$ cat config.mk
export PLATFORM = sky130hd
export DESIGN_NAME = link_pwr_req_ctrl
export DESIGN_NICKNAME = d
export VERILOG_FILES = /design/src/rtl/lpr_pkg.sv /design/src/rtl/lpr_cmd_field.sv /design/src/rtl/lpr_hold_timer.sv /design/src/rtl/lpr_dslp_pin.sv /design/src/rtl/lpr_state_ctrl.sv /design/src/rtl/link_pwr_req_ctrl.sv
export SDC_FILE = /design/constraint.sdc
export NUM_CORES = 1
export LEC_CHECK = 0
export ABC_AREA = 1
export BUFFER_PORTS_ARGS = -buffer_cell sky130_fd_sc_hd__buf_2
export CORE_MARGIN = 2
export CORE_UTILIZATION = 43
export CTS_CLUSTER_DIAMETER = 120
export CTS_CLUSTER_SIZE = 10
export DETAILED_ROUTE_END_ITERATION = 16
export HOLD_SLACK_MARGIN = 0.05
export PLACE_DENSITY = 0.81
export SYNTH_ARGS = -nofsm -noshare
export SYNTH_HDL_FRONTEND = slang
export SYNTH_SLANG_ARGS = --single-unit
$ cat constraint.sdc
create_clock -name clk -period 1.9 [get_ports clk]
set_input_delay 0.095 -clock clk [delete_from_list [all_inputs] [get_ports clk]]
set_output_delay 0.095 -clock clk [all_outputs]
set_load 0.02 [all_outputs]
$ cat src/rtl/lpr_pkg.sv
package lpr_pkg;
  localparam int CODE_W = 4;

  typedef enum logic [1:0] {
    LS_ACTIVE  = 2'd0,
    LS_PARTIAL = 2'd1,
    LS_SLUMBER = 2'd2,
    LS_DEVSLP  = 2'd3
  } lstate_t;

  typedef enum logic [2:0] {
    RQ_NONE,
    RQ_ACTIVE,
    RQ_PARTIAL,
    RQ_SLUMBER,
    RQ_DEVSLP
  } rq_t;

  localparam logic [CODE_W-1:0] CODE_ACTIVE  = 4'h1;
  localparam logic [CODE_W-1:0] CODE_PARTIAL = 4'h2;
  localparam logic [CODE_W-1:0] CODE_SLUMBER = 4'h6;
  localparam logic [CODE_W-1:0] CODE_DEVSLP  = 4'h8;
  localparam logic [CODE_W-1:0] PSTAT_SLUMBER = 4'h6;

  function automatic rq_t decode_code(input logic [CODE_W-1:0] c);
    case (c)
      CODE_ACTIVE:  decode_code = RQ_ACTIVE;
      CODE_PARTIAL: decode_code = RQ_PARTIAL;
      CODE_SLUMBER: decode_code = RQ_SLUMBER;
      CODE_DEVSLP:  decode_code = RQ_DEVSLP;
      default:      decode_code = RQ_NONE;
    endcase
  endfunction
endpackage

$ cat src/rtl/lpr_cmd_field.sv
module lpr_cmd_field
  import lpr_pkg::*;
(
  input  logic              clk,
  input  logic              rst_n,
  input  logic              wr_en,
  input  logic [CODE_W-1:0] wr_data,
  input  logic              link_idle,
  output logic [CODE_W-1:0] field_q,
  output rq_t               rq
);
  logic take;

  // A write lands only on an idle link and an empty field
  assign take = wr_en && link_idle && (field_q == '0);

  always_ff @(posedge clk or negedge rst_n) begin
    if (!rst_n) field_q <= '0;
    else        field_q <= take ? wr_data : '0;
  end

  assign rq = decode_code(field_q);

  assert_field_one_cycle_R2: assert property (@(posedge clk) disable iff (!rst_n)
    (field_q != '0) |=> (field_q == '0));
  assert_busy_write_dropped_R2: assert property (@(posedge clk) disable iff (!rst_n)
    (wr_en && !link_idle) |=> (field_q == '0));
endmodule

$ cat src/rtl/lpr_hold_timer.sv
module lpr_hold_timer #(
  parameter int TMR_W = 8
) (
  input  logic             clk,
  input  logic             rst_n,
  input  logic             load,
  input  logic [TMR_W-1:0] load_val,
  output logic [TMR_W-1:0] count,
  output logic             expired
);
  always_ff @(posedge clk or negedge rst_n) begin
    if (!rst_n)              count <= '0;
    else if (load)           count <= load_val;
    else if (count != '0)    count <= count - 1'b1;
  end

  assign expired = (count == '0);

  assert_timer_counts_down_R10: assert property (@(posedge clk) disable iff (!rst_n)
    (!load && count != '0) |=> (count == $past(count) - 1'b1));
endmodule

$ cat src/rtl/lpr_dslp_pin.sv
module lpr_dslp_pin #(
  parameter int TMR_W = 8
) (
  input  logic             clk,
  input  logic             rst_n,
  input  logic             in_dslp,
  input  logic             exit_pend,
  input  logic             phy_ready,
  input  logic [TMR_W-1:0] hold_val,
  output logic             exit_fire,
  output logic             pin_q
);
  logic             seen_q;
  logic             pin_d;
  logic             load;
  logic             expired;
  logic [TMR_W-1:0] tmr;

  assign exit_fire = exit_pend && expired;

  always_comb begin
    pin_d = pin_q;
    if (exit_fire)                         pin_d = 1'b0;
    else if (in_dslp && !pin_q && seen_q)  pin_d = 1'b1;
  end

  assign load = !pin_q && pin_d;

  always_ff @(posedge clk or negedge rst_n) begin
    if (!rst_n) begin
      pin_q  <= 1'b0;
      seen_q <= 1'b0;
    end else begin
      pin_q <= pin_d;
      if (exit_fire)      seen_q <= 1'b0;
      else if (phy_ready) seen_q <= 1'b1;
    end
  end

  lpr_hold_timer #(.TMR_W(TMR_W)) u_hold (
    .clk      (clk),
    .rst_n    (rst_n),
    .load     (load),
    .load_val (hold_val),
    .count    (tmr),
    .expired  (expired)
  );

  assert_pin_only_in_dslp_R9: assert property (@(posedge clk) disable iff (!rst_n)
    pin_q |-> in_dslp);
  assert_pin_rise_after_phy_R9: assert property (@(posedge clk) disable iff (!rst_n)
    $rose(pin_q) |-> $past(seen_q));
  assert_pin_hold_elapsed_R10: assert property (@(posedge clk) disable iff (!rst_n)
    $fell(pin_q) |-> ($past(tmr) == '0));
endmodule

$ cat src/rtl/lpr_state_ctrl.sv
module lpr_state_ctrl
  import lpr_pkg::*;
#(
  parameter int NSLOT = 32
) (
  input  logic              clk,
  input  logic              rst_n,
  input  rq_t               rq,
  input  logic              exit_fire,
  input  logic [NSLOT-1:0]  cmd_issue,
  input  logic [NSLOT-1:0]  tag_active,
  input  logic              slumber_only,
  input  logic [CODE_W-1:0] pwr_status,
  input  logic              lp_grant,
  input  logic              lp_deny,
  output lstate_t           state_q,
  output logic              exit_pend_q,
  output logic              req_active,
  output logic              req_partial,
  output logic              req_slumber
);
  lstate_t state_d, tgt_q, tgt_d;
  logic    pend_q, pend_d, exit_d;
  logic    ra_d, rp_d, rs_d;
  logic    quiet, dslp_ok;

  assign quiet   = (cmd_issue == '0) && (tag_active == '0);
  assign dslp_ok = quiet && (!slumber_only || (pwr_status == PSTAT_SLUMBER));

  always_comb begin
    state_d = state_q;
    tgt_d   = tgt_q;
    pend_d  = pend_q;
    exit_d  = exit_pend_q;
    ra_d    = 1'b0;
    rp_d    = 1'b0;
    rs_d    = 1'b0;
    if (exit_fire) begin
      state_d = LS_ACTIVE;
      ra_d    = 1'b1;
      exit_d  = 1'b0;
    end else if (rq != RQ_NONE) begin
      case (rq)
        RQ_ACTIVE: begin
          if (state_q == LS_DEVSLP) exit_d = 1'b1;
          else begin
            if (state_q != LS_ACTIVE) begin
              state_d = LS_ACTIVE;
              ra_d    = 1'b1;
            end
            pend_d = 1'b0;
          end
        end
        RQ_PARTIAL: if (state_q == LS_ACTIVE) begin
          rp_d = 1'b1; pend_d = 1'b1; tgt_d = LS_PARTIAL;
        end
        RQ_SLUMBER: if (state_q == LS_ACTIVE) begin
          rs_d = 1'b1; pend_d = 1'b1; tgt_d = LS_SLUMBER;
        end
        RQ_DEVSLP: if (state_q != LS_DEVSLP && dslp_ok) begin
          state_d = LS_DEVSLP;
          pend_d  = 1'b0;
        end
        default: ;
      endcase
    end else if (pend_q && lp_grant) begin
      state_d = tgt_q;
      pend_d  = 1'b0;
    end else if (pend_q && lp_deny) begin
      pend_d = 1'b0;
    end
  end

  always_ff @(posedge clk or negedge rst_n) begin
    if (!rst_n) begin
      state_q     <= LS_ACTIVE;
      tgt_q       <= LS_ACTIVE;
      pend_q      <= 1'b0;
      exit_pend_q <= 1'b0;
      req_active  <= 1'b0;
      req_partial <= 1'b0;
      req_slumber <= 1'b0;
    end else begin
      state_q     <= state_d;
      tgt_q       <= tgt_d;
      pend_q      <= pend_d;
      exit_pend_q <= exit_d;
      req_active  <= ra_d;
      req_partial <= rp_d;
      req_slumber <= rs_d;
    end
  end

  assert_one_strobe_R3: assert property (@(posedge clk) disable iff (!rst_n)
    $onehot0({req_active, req_partial, req_slumber}));
  assert_lp_req_from_active_R5: assert property (@(posedge clk) disable iff (!rst_n)
    (req_partial || req_slumber) |-> (state_q == LS_ACTIVE));
  assert_dslp_entry_quiet_R7: assert property (@(posedge clk) disable iff (!rst_n)
    $rose(state_q == LS_DEVSLP) |-> $past(quiet));
  assert_dslp_entry_cap_R8: assert property (@(posedge clk) disable iff (!rst_n)
    $rose(state_q == LS_DEVSLP) |-> $past(!slumber_only || pwr_status == PSTAT_SLUMBER));
  assert_active_strobe_R6: assert property (@(posedge clk) disable iff (!rst_n)
    req_active |-> (state_q == LS_ACTIVE));
endmodule

$ cat src/rtl/link_pwr_req_ctrl.sv
module link_pwr_req_ctrl #(
  parameter int NSLOT = 32,
  parameter int TMR_W = 8
) (
  input  logic             clk,
  input  logic             rst_n,
  input  logic             ctl_wr_en,
  input  logic [3:0]       ctl_wr_data,
  input  logic             link_idle,
  input  logic [NSLOT-1:0] cmd_issue,
  input  logic [NSLOT-1:0] tag_active,
  input  logic             phy_ready,
  input  logic             dslp_slumber_only,
  input  logic [3:0]       pwr_status,
  input  logic             lp_grant,
  input  logic             lp_deny,
  input  logic [TMR_W-1:0] dslp_hold,
  output logic [3:0]       ctl_field,
  output logic [1:0]       link_state,
  output logic             req_active,
  output logic             req_partial,
  output logic             req_slumber,
  output logic             dslp_pin
);
  import lpr_pkg::*;

  rq_t     rq;
  lstate_t state;
  logic    exit_pend, exit_fire;

  lpr_cmd_field u_field (
    .clk       (clk),
    .rst_n     (rst_n),
    .wr_en     (ctl_wr_en),
    .wr_data   (ctl_wr_data),
    .link_idle (link_idle),
    .field_q   (ctl_field),
    .rq        (rq)
  );

  lpr_state_ctrl #(.NSLOT(NSLOT)) u_state (
    .clk          (clk),
    .rst_n        (rst_n),
    .rq           (rq),
    .exit_fire    (exit_fire),
    .cmd_issue    (cmd_issue),
    .tag_active   (tag_active),
    .slumber_only (dslp_slumber_only),
    .pwr_status   (pwr_status),
    .lp_grant     (lp_grant),
    .lp_deny      (lp_deny),
    .state_q      (state),
    .exit_pend_q  (exit_pend),
    .req_active   (req_active),
    .req_partial  (req_partial),
    .req_slumber  (req_slumber)
  );

  lpr_dslp_pin #(.TMR_W(TMR_W)) u_pin (
    .clk       (clk),
    .rst_n     (rst_n),
    .in_dslp   (state == LS_DEVSLP),
    .exit_pend (exit_pend),
    .phy_ready (phy_ready),
    .hold_val  (dslp_hold),
    .exit_fire (exit_fire),
    .pin_q     (dslp_pin)
  );

  assign link_state = state;
endmodule

# ---- After elaboration in Yosys (flattened, before gate mapping)
# Index checks and enable logic that the tools add are counted.
dict set report totals {
  regBits 23
  latch_bits 0
  ram_bits 0
  rom_bits 0
  input_bits 88
  word_cells 110
  memories 0
}
dict set report op_classes {
  add_sub_neg 1
  multipliers 0
  n_div 0
  order_cmp 0
  n_eq_ne 21
  n_shift 0
  mux 41
  bitwise_logic 1
  n_reduce_logical 35
}
# operator count
set ops {}
lappend ops {{$logic_not 32->1} 2}
lappend ops {{$mux 1} 26}
lappend ops {{$ne 4x4->1 const B} 5}
lappend ops {{$mux 2} 8}
lappend ops {{$mux 8} 2}
lappend ops {{$reduce_bool 2->1} 7}
lappend ops {{$pmux 3 s4} 1}
lappend ops {{$logic_and 1x1->1} 11}
lappend ops {{$reduce_and 5->1} 2}
lappend ops {{$ne 3x3->1 const B} 3}
lappend ops {{$reduce_bool 3->1} 3}
lappend ops {{$eq 4x3->1 const B} 2}
lappend ops {{$logic_not 8->1} 1}
lappend ops {{$pmux 2 s2} 2}
lappend ops {{$reduce_bool 8->1} 1}
lappend ops {{$sub 8x1->8 const B} 1}
lappend ops {{$eq 3x2->1 const B} 2}
lappend ops {{$reduce_and 6->1} 1}
lappend ops {{$eq 4x1->1 const B} 1}
lappend ops {{$eq 4x2->1 const B} 1}
lappend ops {{$eq 4x4->1 const B} 1}
lappend ops {{$logic_not 4->1} 1}
lappend ops {{$mux 4} 1}
lappend ops {{$ne 2x1->1 const B} 2}
lappend ops {{other kinds (11)} 12}

# ---- Logic depth before layout (Yosys ltp)
# Gate-level depths: netlist of the first run.
dict set report logic_depth {
  word_depth 8
  mapped_depth 12
}

# ---- Hierarchy
# A second synthesis of the first run with hierarchy kept.
dict set report hier_totals {
  hier_cells 239
  area_unflattened_um2 1581.5
}
# module instances cells_per_inst area_each_um2
set modules_own_cells {}
lappend modules_own_cells {lpr_state_ctrl 1 127 768.2}
lappend modules_own_cells {lpr_hold_timer 1 71 513.0}
lappend modules_own_cells {lpr_cmd_field 1 25 193.9}
lappend modules_own_cells {lpr_dslp_pin 1 14 98.8}
lappend modules_own_cells {link_pwr_req_ctrl 1 2 7.5}

# ---- Least setup slack after synthesis of the first run
# OpenSTA, ideal clock, no wires.
dict set report synth_timing {
  kind {register to register}
  from {reg u_state.state_q[0]}
  to {reg u_state.pend_q}
  setup_ps 113
  arrival_ps 1518
  t_required_ps 1787
  path_slack_ps 270
  path_stages_with_launch 11
  path_buffers 0
  period_less_slack_ps 1630
  cell_sequence {dfrtp_1 -> ha_1 -> or2_1 -> nor2_1 -> nand2_1 -> nor2_1 -> nand3_1 -> nand2_2 -> nand3_1 -> nand2_1 -> inv_1}
}
dict set report synth_between {
  elab_chain_cells 4
  elab_cells_between_ends 8
  cone_classes {5 x eq/ne; 3 x reduce/logical}
}
# item line
set synth_rtl {}
lappend synth_rtl {{start, declared} lpr_state_ctrl.sv:16} ;# output lstate_t state_q,
lappend synth_rtl {{start signal, assigned} lpr_state_ctrl.sv:84} ;# state_q <= state_d;
lappend synth_rtl {{$ne 2x2->1} lpr_state_ctrl.sv:60} ;# RQ_DEVSLP: if (state_q != LS_DEVSLP && dslp_ok) begin
lappend synth_rtl {{$logic_and 1x1->1} lpr_state_ctrl.sv:60}
lappend synth_rtl {{$ne 3x3->1 (no source line)} --}
lappend synth_rtl {{$reduce_and 6->1 (no source line) *} --}
lappend synth_rtl {{end signal, assigned} lpr_state_ctrl.sv:86} ;# pend_q <= pend_d;
lappend synth_rtl {{end, declared} lpr_state_ctrl.sv:23} ;# logic pend_q, pend_d, exit_d;
# Every way passes the cells marked *; elsewhere a longest branch is shown, timed or not.
# A chain may end at the register's enable or synchronous reset.

# ---- Final worst setup path of the first run
# Ends and elaborated chain as after synthesis.

==> summary.md, run 1 <==
| Metric | Value |
|---|---|
| Total number of cells along the worst setup path | `10` |
| Total power consumption of the routed design | `~1900 uW` |
| Mapped Nets | `about 310` |
| Critical path's slowest cell | `dfrtp_1` |
| Static Leak | `0.00126 uW` |
| Most numerous cell types in the synthesized netlist | `nor2_1, nand2_1, inv_1` |
| CTS hold repair buffers | `14` |
| Number of nets in the layout | `about 430` |
| Met1 Usage GRT | `between 20% and 30%` |
| Cells on worst reg2reg path | `10` |
| Floorplan die area | `around 0.0041 mm^2` |
| Filler cell count in the final layout | `around 300` |
| Insertion delay of the later-clocked pin in the worst-skew pair | `approximately 310 ps` |
| Hold crit path type | `in -> reg` |
| Remaining design rule violation count | `0` |
| Combinational family with the most area after synthesis | `simple AND/OR/NAND/NOR gates` |
| Share of synthesized area occupied by flip-flops and latches | `36.8%` |
| Run status | `complete, no violations` |
| Setup slack at placement | `around 200 ps` |
| Worst Max-Slew Pin Slew | `503 ps` |
| Warnings from Yosys | `0` |
| Post-synthesis area per instance | `about 7 um^2` |
| Start point of the critical path | `u_state.state_q[0]` |
| Share of synthesized cell area in full adder, half adder and majority cells | `about 3.2%` |
| Y dimension of the die | `between 60 and 70 um` |
| Compound-Gate Fraction of Synth Area | `6.95%` |
| Number of post-CTS setup repair buffers | `0` |
| CTS Buf Count | `3` |
| Relative max-transition margin | `between 60% and 70%` |
| Root Buffer Master | `clkbuf_4` |
| Count of boundary I/O pins | `slightly below 100` |
| Maximum clock frequency | `588 MHz` |
| RSZ-0062 raised after global routing | `false` |
| Overall overflow remaining after global route | `0` |
| Synthesized-area fraction occupied by xor and xnor cells | `roughly 2.8%` |
| Deepest clock path buffer count | `2` |
| Number of failing hold endpoints at the final stage | `0` |
| Routed wire per std cell | `~10 um` |
| Global-route wire length before repair | `around 6700 um` |
| Required time worst endpoint | `~2100 ps` |
| CTS tree | `done` |
| Dominant synthesized flop cell | `dfrtp_1` |
| Row count | `21` |
| Dominant cell by count in the synthesized netlist | `nor2_1` |
| Drt initial violations | `63` |
| Remaining antenna violation count | `0` |
| Largest cells by area after synthesis | `dfrtp_1, nor2_1, nand2_1, inv_1, ha_1` |
| Launching point of the worst reg2reg path | `u_state.state_q[0]` |
| Largest fanout on the critical path | `4` |
| Setup tns final | `0 ps` |
| Peak ir drop on the vdd network | `just over 0.8 mV` |
| Count of cell types in the netlist | `27` |
| Total length of routed wires | `about 4000 um` |
| Vias per inst | `approximately 4.5` |
| Count of flip-flops with a built-in enable after synthesis | `0` |
| Kind of start point of the critical path | `flip-flop` |
| Total global routing track utilization | `about a fifth` |
| Slowest stage delay, CP | `between 400 and 500 ps` |
| Synthesized instance count | `approximately 220` |
| Clock Pin Slew Worst Setup and Hold Paths | `between 100 and 150 ps` |
| Ratio of final minimum period to clock period | `between 80 and 90%` |
| Count of final setup violators | `0` |
| Routability congestion estimate from global placement | `between 0.9 and 1` |
| Mapped Area | `0.00157 mm^2` |
| Critical setup path kind | `reg -> reg` |
| Count of port buffers added during placement | `97` |
| Total buffers and inverters traversed by the critical path | `1` |
| Largest net degree at the start of global routing | `24` |
| Async set or reset register ratio after synthesis | `between 90% and 100%` |
| Largest area contributor in the netlist | `dfrtp_1` |
| Met3 Track Usage GR | `under 10%` |
| Final count of pins violating max slew | `0` |
| Simple-gate portion of the synthesized area | `a little over two fifths` |
| Worst-case setup margin in the final layout | `slightly below 200 ps` |
| Top Usage Layer GRT | `met2` |
| Area of the core | `between 0.003 and 0.004 mm^2` |
| Initial antenna violation count | `1` |
| CP cell instances | `ha_1, or2_1, nor2_1, nand2_1, nor2_1, nand3_1, nand2_2, nand3_1, nand2_1, inv_1` |
| Worst clock skew on the final layout | `roughly 2.2 ps` |
| Starting Density | `45.8%` |
| Proportion of synthesized area in mux cells | `0%` |
| Worst hold path stage count | `3` |
| Sort of element at the end of the critical path | `flip-flop` |
| Vias after detailed routing | `about 1700` |
| Total power per unit cell area | `~800 mW/mm^2` |
| Number of global-route vias before repair | `around 1700` |
| Gates resized, CTS repair | `0` |
| Sum of net half-perimeters after detailed placement | `between 3000 and 4000 um` |
| Met2 demand-to-capacity share in global routing | `between 30% and 40%` |
| Fraction of final layout cells with drive strength greater than 1 | `37.8%` |
| Yosys top cell area share | `~37%` |
| Sinks on the clock net | `23` |
| Time the final worst path needs with I/O delays and setup | `1700 ps` |
| Kind of cell adding the most delay to the critical path | `simple AND/OR/NAND/NOR gates` |
| 1st-pass router iterations | `4` |
| Number of levels in the clock H-tree | `1` |
| Max_cap viols | `0` |
| Arrival time at the worst endpoint | `between 1500 and 2000 ps` |
| Horizontal die dimension | `64.3 um` |
| Area overhead of the layout relative to synthesis | `45.7%` |
| Critical hold path startpoint | `ctl_wr_en` |
| Flip-flop and latch count after synthesis | `23` |
state kept, by name (all words and copies together) (netlist names):
| register | cells |
|---|---|
| u_pin.pin_q | 1 |
| u_state.tgt_q | 2 |
| u_state.pend_q | 1 |
| u_state.exit_pend_q | 1 |
| u_state.req_partial | 1 |
| u_state.req_slumber | 1 |
| u_state.state_q | 2 |
| u_pin.u_hold.count | 8 |
| u_pin.seen_q | 1 |
| u_state.req_active | 1 |
| u_field.field_q | 4 |
final timing paths:
kind	slack, ps	to
max	200	u_state.pend_q
min	90	u_field.field_q[0]
max reg2reg	200	u_state.pend_q
min reg2reg	510	u_state.tgt_q[0]
max in group asynchronous	1300	u_state.tgt_q[0]
min in group asynchronous	270	u_state.req_active
cells in the final DEF (no fill, tap or decap), drive strengths merged, types with 11 or more instances in the layout:
cell type    count
inv             30
buf             97
o21ai           11
dfrtp           23
dlygate4sd3     14
nor2            62
nand3           11
nand2           59
worst register-to-register path: stages, from the launching register on:
cell and delay (ps):
dfrtp_1 430, ha_1 250, or2_1 230, nor2_1 110, nand2_1 60, nor2_1 90, nand3_1 120, nand2_2 120
nand3_1 90, nand2_1 70, inv_1 30
cells by family after synthesis:
family                   Yosys count
flip-flops                        23
AND/OR/NAND/NOR                  142
buffers and inverters             30
adder cells (fa/ha/maj)            4
AO/OA/AOI/OAI                     17
XOR/XNOR                           5
layer usage:
layer / share of wire, % / wire, um
met5: 0 / 0
met4: 2.4 / 97
met3: 8.5 / 340
met2: 48 / 1920
met1: 41 / 1640
layout make-up:
cell class                 instances  area (um^2)  area share (%)
multi-input combinational        168          877            38.5
timing repair buffer             111          626            27.4
sequential                        23          576            25.2
inverter                          30          113            4.94
tap                               46         57.6            2.52
clock buffer                       3         22.5           0.987
clock inverter                     1         7.51           0.329
antenna                            1         2.50           0.110
report_power, final:
| part | total [uW] | switching, uW | internal, uW | leakage (uW) |
|---|---|---|---|---|
| logic | 857 | 469 | 388 | 0.000963 |
| clock network | 235 | 155 | 80.1 | 0.0000140 |
| registers | 785 | 133 | 652 | 0.000282 |
through the flow:
step	hold slack (ps)	area, um^2	instances	util [%]
3_3_place_gp	86.4	2110	364	61.7
5_1_grt	100	2280	383	66.8
6_report	94.4	2280	383	66.8
2_1_floorplan	-201	1570	221	-
4_1_cts	95.1	2280	382	66.7
3_5_place_dp	99.3	2110	364	61.7
(Power assumes the default switching activity.)
==> run 2, diff against run 1 <==
- clock period: 1.9 -> 1.8 ns (I/O delays scaled with it)
==> run 2 against run 1 <==
  * Critical path type unchanged
  * Hold slack worse by 6.2 ps
  * First-iteration DRC count is 43% lower
  * Clock skew is 0.61 ps lower
  * Largest cell class unchanged
==> summary.md, run 2 (synthesis gave the netlist of run 1 again) <==
| Metric | Value |
|---|---|
| Sum of net half-perimeters after detailed placement | `3170 um (was 3240 um)` |
| Final count of pins violating max slew | `0 (unchanged)` |
| Count of boundary I/O pins | `98 (unchanged)` |
| Portion of total power attributed to sequential cells | `40.6% (was 41.8%)` |
| Kind of start point of the critical path | `flip-flop (unchanged)` |
| Arrival time at the worst endpoint | `1860 ps (was 1920 ps)` |
| Floorplan die area | `0.00414 mm^2 (unchanged)` |
| Starting Density | `45.8% (unchanged)` |
| Slowest stage delay, CP | `400 ps (was 430 ps)` |
| Commonest non-fill, non-tap cell in the layout | `buf_2 (unchanged)` |
| Run status | `complete, no violations (unchanged)` |
| Required time worst endpoint | `2010 ps (was 2120 ps)` |
| Row count | `21 (unchanged)` |
| Hold crit path type | `in -> reg (unchanged)` |
| Routability congestion estimate from global placement | `0.898 (was 0.909)` |
| Count of final setup violators | `0 (unchanged)` |
| Critical setup path kind | `reg -> reg (unchanged)` |
| RSZ-0062 raised after global routing | `false (unchanged)` |
| Combinational share of power | `47.7% (was 45.6%)` |
| Overall overflow remaining after global route | `0 (unchanged)` |
| Horizontal die dimension | `64.3 um (unchanged)` |
| Routed wire per std cell | `10.3 um (was 10.4 um)` |
| Total buffers and inverters traversed by the critical path | `3 (was 1)` |
| Number of global-route vias before repair | `1644 (was 1701)` |
| Most frequent cells in the layout | `buf_2, nor2_1, nand2_1, inv_1, dfrtp_1 (unchanged)` |
| CP cell instances | `inv_1, ha_1, nor3b_4, buf_4, nand3_2, inv_1, nor2_1, nand4_1, nand2_1 (was ha_1, or2_1, nor2_1, nand2_1, nor2_1, nand3_1, nand2_2, nand3_1, nand2_1, inv_1)` |
| Relative max-transition margin | `65.8% (was 66.5%)` |
| Ratio of final minimum period to clock period | `91.7% (was 89.5%)` |
| Total length of routed wires | `4000 um (about the same)` |
| Fraction of final layout cells with drive strength greater than 1 | `39.4% (was 37.8%)` |
| Drt initial violations | `36 (was 63)` |
| Placed Cells incl. Taps | `365 (was 364)` |
| Remaining design rule violation count | `0 (unchanged)` |
| Antenna diode instance count | `0 (was 1)` |
| CTS tree | `done (unchanged)` |
| Root Buffer Master | `clkbuf_4 (unchanged)` |
| Largest net degree at the start of global routing | `24 (unchanged)` |
| 1st-pass router iterations | `4 (unchanged)` |
| Time the final worst path needs with I/O delays and setup | `1650 ps (was 1700 ps)` |
| Static Leak | `0.00129 uW (was 0.00126 uW)` |
| Registers with the highest flip-flop counts | `u_pin.u_hold.count x8, u_field.field_q x4 (unchanged)` |
| Y dimension of the die | `64.3 um (unchanged)` |
| Worst clock skew on the final layout | `1.55 ps (was 2.16 ps)` |
| Final cell area excluding filler cells | `0.00233 mm^2 (was 0.00228 mm^2)` |
| Deepest clock path buffer count | `2 (unchanged)` |
| Final cell count without fillers | `389 (was 383)` |
| Maximum clock frequency | `606 MHz (was 588 MHz)` |
| Number of failing hold endpoints at the final stage | `0 (unchanged)` |
| Sw Share | `39.7% (was 40.4%)` |
| Critical path's slowest cell | `dfrtp_1 (unchanged)` |
| Reg with most FFs | `u_pin.u_hold.count (unchanged)` |
| Initial antenna violation count | `0 (was 1)` |
| Sinks on the clock net | `23 (unchanged)` |
| CTS Buf Count | `3 (unchanged)` |
| Number of nets in the layout | `436 (was 429)` |
| Vias per inst | `4.60 (was 4.52)` |
| Max FFs per register | `8 (unchanged)` |
| Total global routing track utilization | `19.5% (was 20.2%)` |
| Remaining antenna violation count | `0 (unchanged)` |
| Global-route wire length before repair | `6510 um (was 6740 um)` |
| Placement Cell Area | `0.00212 mm^2 (was 0.00211 mm^2)` |
| Max_cap viols | `0 (unchanged)` |
| Setup tns final | `0 ps (unchanged)` |
| Kind of cell adding the most delay to the critical path | `simple AND/OR/NAND/NOR gates (unchanged)` |
| Sort of element at the end of the critical path | `flip-flop (unchanged)` |
| Total power per unit cell area | `879 mW/mm^2 (was 823 mW/mm^2)` |
| Number of levels in the clock H-tree | `1 (unchanged)` |
| Area overhead of the layout relative to synthesis | `49.1% (was 45.7%)` |
| Vias after detailed routing | `1790 (was 1731)` |
| Insertion delay of the later-clocked pin in the worst-skew pair | `310 ps (about the same)` |
| Count of port buffers added during placement | `97 (unchanged)` |
| Clk network pwr share | `11.7% (was 12.5%)` |
| Worst hold slack across all endpoints | `88.2 ps (was 94.4 ps)` |
| Internal power summed over all cells | `1240 uW (was 1120 uW)` |
| Clock Pin Slew Worst Setup and Hold Paths | `120 ps (was 130 ps)` |
| Worst Max-Slew Pin Slew | `513 ps (was 503 ps)` |
| Most Frequent Cell on Critical Path | `inv_1` |
| Peak ir drop on the vdd network | `0.515 mV (was 0.826 mV)` |
| Largest fanout on the critical path | `4 (unchanged)` |
| Area of the core | `0.00342 mm^2 (unchanged)` |
| Filler cell count in the final layout | `274 (was 299)` |
| Switch Pwr | `813 uW (was 757 uW)` |
==> run 2: cell types whose count changed in the layout (fill, tap and decap cells not counted) <==
cell / previous run / this run
buf_4: 0 / 6
clkinv_2: 0 / 1
clkinvlp_4: 1 / 0
diode_2: 1 / 0
ha_1: 4 / 3
ha_2: 0 / 1
nand3_2: 2 / 3
==> run 2: path summary, 6_finish.rpt <==
path	start	end	slack (ps)	cells past startpoint
max	u_pin.u_hold.count[1]	u_state.state_q[1]	150	9
min	ctl_wr_en	u_field.field_q[3]	90	3
max reg2reg	u_pin.u_hold.count[1]	u_state.state_q[1]	150	9
min reg2reg	u_state.tgt_q[0]	u_state.tgt_q[0]	510	2
max in group asynchronous	rst_n	u_pin.u_hold.count[4]	1200	2
min in group asynchronous	rst_n	u_pin.u_hold.count[5]	260	2
==> run 2: power groups by stage <==
stage / sequential [uW] / combinational, uW / clock, uW
finish: 833 / 979 / 239
global route: 849 / 1110 / 268
CTS: 829 / 921 / 249
detailed placement: 841 / 890 / 0
global placement: 832 / 873 / 0
floorplan: 856 / 590 / 0
==> run 2: worst min-delay path, cell delays in order <==
cell and delay, ps:
buf_2 100, nand4_1 140, nor2_1 50
==> run 2: timing repair <==
action / 4_1_cts / 5_1_grt
hold buffers: 14 / 0
setup buffers: 0 / 5
gates resized for setup: 0 / 1
endpoints found under the setup margin: 0 / 5
endpoints found under the hold margin: 36 / 0
==> run 2: cell type report <==
cell class | instances | area, um^2 | area share (%)
clock buffer | 3 | 22.5 | 0.965
timing repair buffer | 117 | 671 | 28.7
sequential | 23 | 576 | 24.7
multi-input combinational | 169 | 890 | 38.1
clock inverter | 1 | 5.00 | 0.214
inverter | 30 | 113 | 4.83
tap | 46 | 57.6 | 2.47
==> run 2: routing by layer <==
| metal | part of all wire (%) | GRT usage [%] | up-vias |
|---|---|---|---|
| met5 | 0 | 0 | - |
| met4 | 0.78 | 4.52 | 0 |
| met3 | 9.1 | 3.70 | 4 |
| met2 | 49 | 36.3 | 74 |
| met1 | 41 | 23.0 | 778 |
| li1 | - | - | 934 |
==> run 2: metrics by stage <==
stage / setup slack, ps / util, % / power (uW)
3_5_place_dp: 148 / 61.9 / 1730
4_1_cts: 126 / 66.8 / 2000
6_report: 149 / 68.3 / 2050
3_3_place_gp: 210 / 61.9 / 1700
5_1_grt: 1.24 / 68.3 / 2230
2_1_floorplan: 170 / - / 1450
